$ cat src/rtl/dual_pn_gen.sv
module dual_pn_gen #(
  parameter int LEN = 31,
  parameter int TAP_LO = 2,
  parameter logic [LEN-1:0] SEED = 31'h4000_4000,
  parameter int LEAD_STEPS = 625
) (
  input  logic clk,
  input  logic rst,
  input  logic step_en,
  output logic pn_a,
  output logic pn_b,
  output logic strobe,
  output logic ready
);
  localparam int TAP_HI = LEN - 1;
  localparam int CW = ($clog2(LEAD_STEPS + 1) < 1) ? 1 : $clog2(LEAD_STEPS + 1);

  logic [LEN-1:0] reg_a, reg_b, nxt_a, nxt_b;
  logic [CW-1:0]  lead_cnt;
  logic           go;

  function automatic logic [LEN-1:0] adv(input logic [LEN-1:0] s);
    return {s[LEN-2:0], s[TAP_HI] ^ s[TAP_LO]};
  endfunction

  assign nxt_a = adv(reg_a);
  assign nxt_b = adv(reg_b);
  assign ready = (lead_cnt == '0);
  assign go    = ready && step_en && !strobe;

  always_ff @(posedge clk) begin
    if (rst) begin
      reg_a    <= SEED;
      reg_b    <= SEED;
      lead_cnt <= CW'(LEAD_STEPS);
      strobe   <= 1'b0;
      pn_a     <= 1'b0;
      pn_b     <= 1'b0;
    end else if (!ready) begin
      reg_b    <= nxt_b;
      lead_cnt <= lead_cnt - 1'b1;
    end else if (go) begin
      reg_a    <= nxt_a;
      pn_a     <= nxt_a[0];
      strobe   <= 1'b1;
    end else if (strobe) begin
      reg_b    <= nxt_b;
      pn_b     <= nxt_b[0];
      strobe   <= 1'b0;
    end
  end

  AST_READY_STAYS: assert property (@(posedge clk) disable iff (rst) ready |=> ready);
  AST_PRE_QUIET: assert property (@(posedge clk) disable iff (rst)
    !ready |=> (!strobe && $stable(pn_a) && $stable(pn_b)));
  AST_ACCEPT_A: assert property (@(posedge clk) disable iff (rst)
    (ready && step_en && !strobe) |=> (strobe && $stable(pn_b)));
  AST_STROBE_ONE: assert property (@(posedge clk) disable iff (rst)
    strobe |=> (!strobe && $stable(pn_a)));
  AST_IDLE_HOLD: assert property (@(posedge clk) disable iff (rst)
    (!strobe && !(ready && step_en)) |=> ($stable(pn_a) && $stable(pn_b) && !strobe));
  AST_NONZERO: assert property (@(posedge clk) disable iff (rst)
    (reg_a != '0) && (reg_b != '0));
endmodule

$ cat config.mk
export PLATFORM = sky130hd
export DESIGN_NAME = dual_pn_gen
export DESIGN_NICKNAME = d
export VERILOG_FILES = /design/src/rtl/dual_pn_gen.sv
export SDC_FILE = /design/constraint.sdc
export NUM_CORES = 1
export LEC_CHECK = 0
export ABC_AREA = 1
export CORE_MARGIN = 2
export CORE_UTILIZATION = 54
export DETAILED_ROUTE_END_ITERATION = 6
export MAX_ROUTING_LAYER = met4
export PLACE_DENSITY = 0.83
export SLEW_MARGIN = 20
export SYNTH_ARGS = -nofsm -noshare
export SYNTH_HDL_FRONTEND = slang
export SYNTH_SLANG_ARGS = --single-unit
$ cat constraint.sdc
create_clock -name clk -period 1.5 [get_ports clk]
set_input_delay 0.3 -clock clk [delete_from_list [all_inputs] [get_ports clk]]
set_output_delay 0.3 -clock clk [all_outputs]
set_load 0.01 [all_outputs]
==> impl_metrics.toml <==
[outcome]
run_status = "finished, violations left"
violations = "negative setup slack"

[logic_synthesis]
synth_sequential_area_ratio_pct = 50.4
synthMuxAreaShare_pct = 0
synth_compound_gate_area_share_pct = 6.22
post_synth_fa_ha_maj_area_fraction_pct = 0.426
synth.top_cell.area_share_pct = 50.4
netlist-cell-type-count = 24
ys.warnings.count = 0
syn-cell-area_um2 = 2940
yosys_register_bits = 74
synthCells = 409
synth-simple-area-share_pct = 32.0
synth-xor-area-share_pct = 1.79
synth_top_area_cell = "sky130_fd_sc_hd__dfxtp_1"
synth_area_leaders = "sky130_fd_sc_hd__dfxtp_1, sky130_fd_sc_hd__nand2_1, sky130_fd_sc_hd__nor2_1"
postSynthAreaPerCell_um2 = 7.18
synth_top_family_by_area = "simple AND/OR/NAND/NOR gates"
syn-num-nets = 413

[timing]
max_clock_freq_ghz = 0.643
hold_violation_count_in_the_final_report = 0
final-max-slew-violation-count = 0
worst_slew_margin_rel_pct = 84.4
timing.final.crit_period_ps = 1560
grt_setup_unrepaired = "true"
final.hold.worst_slack_ps = 460
worst_pin_slew_ps = 233
setup_viol = 1
worst_clock_skew_ps = 7.67
finalCritPeriodShare_pct = 104
finalWorstSetupSlack_ps = -56.1

[cts]
clock_tree.buffer_depth = 2
cts.htree.levels = 3
tritoncts.num_buffers = 9
cts_tree = "built"
cts-root-buf = "sky130_fd_sc_hd__clkbuf_8"
clock_latency_at_the_later_pin_of_the_worst_skew_pair_ps = 340
clock-sinks = 74
clk_pin_slew_ps = 70

[floorplan]
chipWidth_um = 77.7
die_height_um = 77.7
io_pins = 7
coreArea_um2 = 5170
rows = 26
floorplan.initialDensity_pct = 56.8
die_area_um2 = 6040

[route]
first_pass_iters = 5
detail_route.iter0.violations = 129
num_vias = 2452
totalWireLength_um = 5460
drt-wirelength-per-cell_um = 10.7
route.detailed.drc = 0
routed_via_density = 4.83
ant_nets = 0

[setup_path]
capturing_point_of_the_worst_reg2reg_path = "reg_a[28]$_SDFFE_PP0P_"
critical-path-slowest-cell = "sky130_fd_sc_hd__dfxtp_2"
ff2ff_setup_slack_ps = 20
cp.arrival_ps = 1260
timing.critical_path.cells = "inv_2 -> ha_4 -> nand2_4 -> nor2_8 -> nand2_2 -> inv_2 -> buf_6"
worstSetupStartpointType = "flop"
cp-end-kind = "output pin"
slowest_stage_delay_cp_ps = 330
timing.critical_path.required_ps = 1200
ff2ff_path_depth = 10
crit_path_frequent_cell = "sky130_fd_sc_hd__inv_2"
setup.worst_path.class = "reg -> out"
crit_path_max_fanout = 2
number_of_buffers_and_inverters_on_the_critical_path = 3
cp_top_family = "flip-flops"
timing.rr.start = "lead_cnt[1]$_SDFFE_PP0N_"

[global_routing]
grt_util_all_layers_pct = 20.4
globalRouteMet2Util_pct = 35.3
first_global_vias = 2348
grt.met1_usage_pct = 21.7
use_met3_pct = 7.21
grt_start_max_net_pins = 46
globalRoute.busiestLayer = "met2"
grt_first_pass_wirelength_um = 9610
grt_remaining_overflow = 0
grt_antenna_before_repair = 0

[finish]
layout.cell_area.non_filler_um2 = 3500
syn2layout_area_growth_pct = 19.2
multi_input_area_um2 = 1210
drive_gt1_share_pct = 13.9
layout.nets = 437
seq_area_um2 = 1480
post_layout_nonfiller_instances = 508
insertedDiodeCount = 0
filler_cell_count = 414

[power_and_ir_drop]
power_per_cell_area_nw_per_um2 = 1130
cellLeakagePower_uw = 0.00170
irDropWorstVdd_uv = 784

[placement]
placed_cell_area_um2 = 3200
globalplace.congestion = 0.787
placement.setup.worst_slack_ps = -273
port-buffer-count = 6
place.detailed.instances = 489
detailedPlacementHpwl_um = 3490

[run]
max_cap_violations = 0

[hold_path]
holdCritStartpoint = "reg_b[18]$_SDFFE_PP0P_"
min_path_cells = 2
worst_hold_path_type = "reg -> reg"
whs_endpoint = "reg_b[18]$_SDFFE_PP0P_"
worst register-to-register path, cell delays in order, from the launching register on:
cell	delay [ps]
sky130_fd_sc_hd__dfxtp_2	330
sky130_fd_sc_hd__inv_2	70
sky130_fd_sc_hd__ha_4	140
sky130_fd_sc_hd__nand2_4	70
sky130_fd_sc_hd__nor2_8	90
sky130_fd_sc_hd__buf_4	160
sky130_fd_sc_hd__nand4_4	130
sky130_fd_sc_hd__buf_12	220
sky130_fd_sc_hd__nand2_1	70
sky130_fd_sc_hd__nand2_1	50
sky130_fd_sc_hd__nor2_1	90
flip-flops by register name (all words and copies together) (netlist names):
name and count:
strobe 1, reg_a 31, pn_b 1, lead_cnt 10
reg_b 31
where the power goes:
group	total (uW)	switching (uW)	internal, uW
Sequential	2010	18.2	1990
Clock	1760	694	1070
Combinational	182	99.2	82.7
how the worst max path moves through the flow:
stage	startpoint	to	cells after the start
floorplan	lead_cnt[0]$_SDFFE_PP1N_	pn_b$_SDFFE_PP0P_	8
global placement	lead_cnt[0]$_SDFFE_PP1N_	ready	7
detailed placement	lead_cnt[1]$_SDFFE_PP0N_	ready	7
CTS	lead_cnt[1]$_SDFFE_PP0N_	ready	7
global route	lead_cnt[1]$_SDFFE_PP0N_	ready	7
finish	lead_cnt[1]$_SDFFE_PP0N_	ready	7
what timing repair did:
item | CTS | global route
buffers inserted | 3 | 0
cloned | 0 | 0
hold buffers | 0 | 0
setup endpoints to repair | 66 | 60
pin swaps | 2 | 1
resized for setup | 18 | 4
cells by family (layout without fill, tap and decap cells):
| logic type | Yosys count | count (layout) |
|---|---|---|
| AO/OA/AOI/OAI | 35 | 35 |
| XOR/XNOR | 6 | 6 |
| adder cells (fa/ha/maj) | 1 | 1 |
| buffers and inverters | 64 | 93 |
| flip-flops | 74 | 74 |
| AND/OR/NAND/NOR | 229 | 229 |
routing by layer:
layer / wire length [um] / part of all wire (%) / up-vias
met3: 206 / 3.8 / 9
met1: 2440 / 45 / 1132
li1: - / - / 1281
met2: 2740 / 50 / 30
met4: 65 / 1.2 / 0
met5: 0 / 0 / -
Yosys cell counts:
| master | count |
|---|---|
| sky130_fd_sc_hd__a21oi_1 | 31 |
| sky130_fd_sc_hd__buf_2 | 4 |
| sky130_fd_sc_hd__buf_6 | 3 |
| sky130_fd_sc_hd__clkbuf_1 | 14 |
| sky130_fd_sc_hd__dfxtp_1 | 74 |
| sky130_fd_sc_hd__ha_1 | 1 |
| sky130_fd_sc_hd__inv_1 | 42 |
| sky130_fd_sc_hd__inv_2 | 1 |
| sky130_fd_sc_hd__nand2_1 | 137 |
| sky130_fd_sc_hd__nand2_2 | 2 |
| sky130_fd_sc_hd__nand3_1 | 12 |
| sky130_fd_sc_hd__nand3_4 | 1 |
| sky130_fd_sc_hd__nand4_1 | 1 |
| sky130_fd_sc_hd__nand4_4 | 1 |
| sky130_fd_sc_hd__nor2_1 | 69 |
| sky130_fd_sc_hd__nor2_2 | 1 |
| sky130_fd_sc_hd__nor2_8 | 1 |
| sky130_fd_sc_hd__nor3_1 | 3 |
| sky130_fd_sc_hd__nor3b_1 | 1 |
| sky130_fd_sc_hd__o211ai_1 | 2 |
| sky130_fd_sc_hd__o21ai_0 | 1 |
| sky130_fd_sc_hd__o21bai_1 | 1 |
| sky130_fd_sc_hd__xnor2_1 | 4 |
| sky130_fd_sc_hd__xor2_1 | 2 |
final cells by class:
class,instances,area share (%)
Sequential cell,74,42.4
Multi-Input combinational cell,271,34.7
Timing Repair Buffer,34,8.94
Clock buffer,12,4.72
Inverter,43,4.68
Tap cell,70,2.50
Clock inverter,4,2.07
through the flow:
step | utilization [%] | TNS [ps] | total power, uW
final | 67.7 | -56.1 | 3960
after global routing | 67.7 | -2810 | 4100
after CTS | 67.4 | -85.4 | 3980
after detailed placement | 61.9 | -4730 | 2210
after global placement | 61.9 | -204 | 2200
after floorplan | - | 0 | 2150
layout by cell type (no fill, tap or decap):
cell type | Yosys | layout
sky130_fd_sc_hd__nor3b_1 | 1 | 1
sky130_fd_sc_hd__a21oi_2 | 0 | 1
sky130_fd_sc_hd__nand2_2 | 2 | 2
sky130_fd_sc_hd__nand4_4 | 1 | 1
sky130_fd_sc_hd__a21oi_1 | 31 | 30
sky130_fd_sc_hd__dlygate4sd2_1 | 0 | 3
sky130_fd_sc_hd__buf_4 | 0 | 23
sky130_fd_sc_hd__o211ai_1 | 2 | 2
sky130_fd_sc_hd__o21ai_0 | 1 | 1
sky130_fd_sc_hd__nand4_1 | 1 | 1
sky130_fd_sc_hd__clkinv_2 | 0 | 1
sky130_fd_sc_hd__nand3_4 | 1 | 1
sky130_fd_sc_hd__xnor2_1 | 4 | 4
sky130_fd_sc_hd__bufinv_16 | 0 | 2
sky130_fd_sc_hd__clkinvlp_4 | 0 | 1
sky130_fd_sc_hd__o21bai_1 | 1 | 1
sky130_fd_sc_hd__nand3_1 | 12 | 12
sky130_fd_sc_hd__inv_2 | 1 | 3
sky130_fd_sc_hd__nor3_1 | 3 | 3
sky130_fd_sc_hd__dfxtp_2 | 0 | 2
sky130_fd_sc_hd__clkdlybuf4s50_1 | 0 | 2
sky130_fd_sc_hd__nand2_4 | 0 | 1
sky130_fd_sc_hd__nand2_1 | 137 | 136
sky130_fd_sc_hd__xor2_1 | 2 | 2
sky130_fd_sc_hd__nor2_2 | 1 | 2
sky130_fd_sc_hd__dfxtp_1 | 74 | 72
sky130_fd_sc_hd__inv_4 | 0 | 1
sky130_fd_sc_hd__clkbuf_8 | 0 | 12
sky130_fd_sc_hd__nor2_1 | 69 | 68
sky130_fd_sc_hd__inv_1 | 42 | 39
sky130_fd_sc_hd__buf_6 | 3 | 3
sky130_fd_sc_hd__nor2_8 | 1 | 1
sky130_fd_sc_hd__buf_12 | 0 | 3
sky130_fd_sc_hd__ha_4 | 0 | 1
No activity file was read; power rests on OpenSTA's default activity.
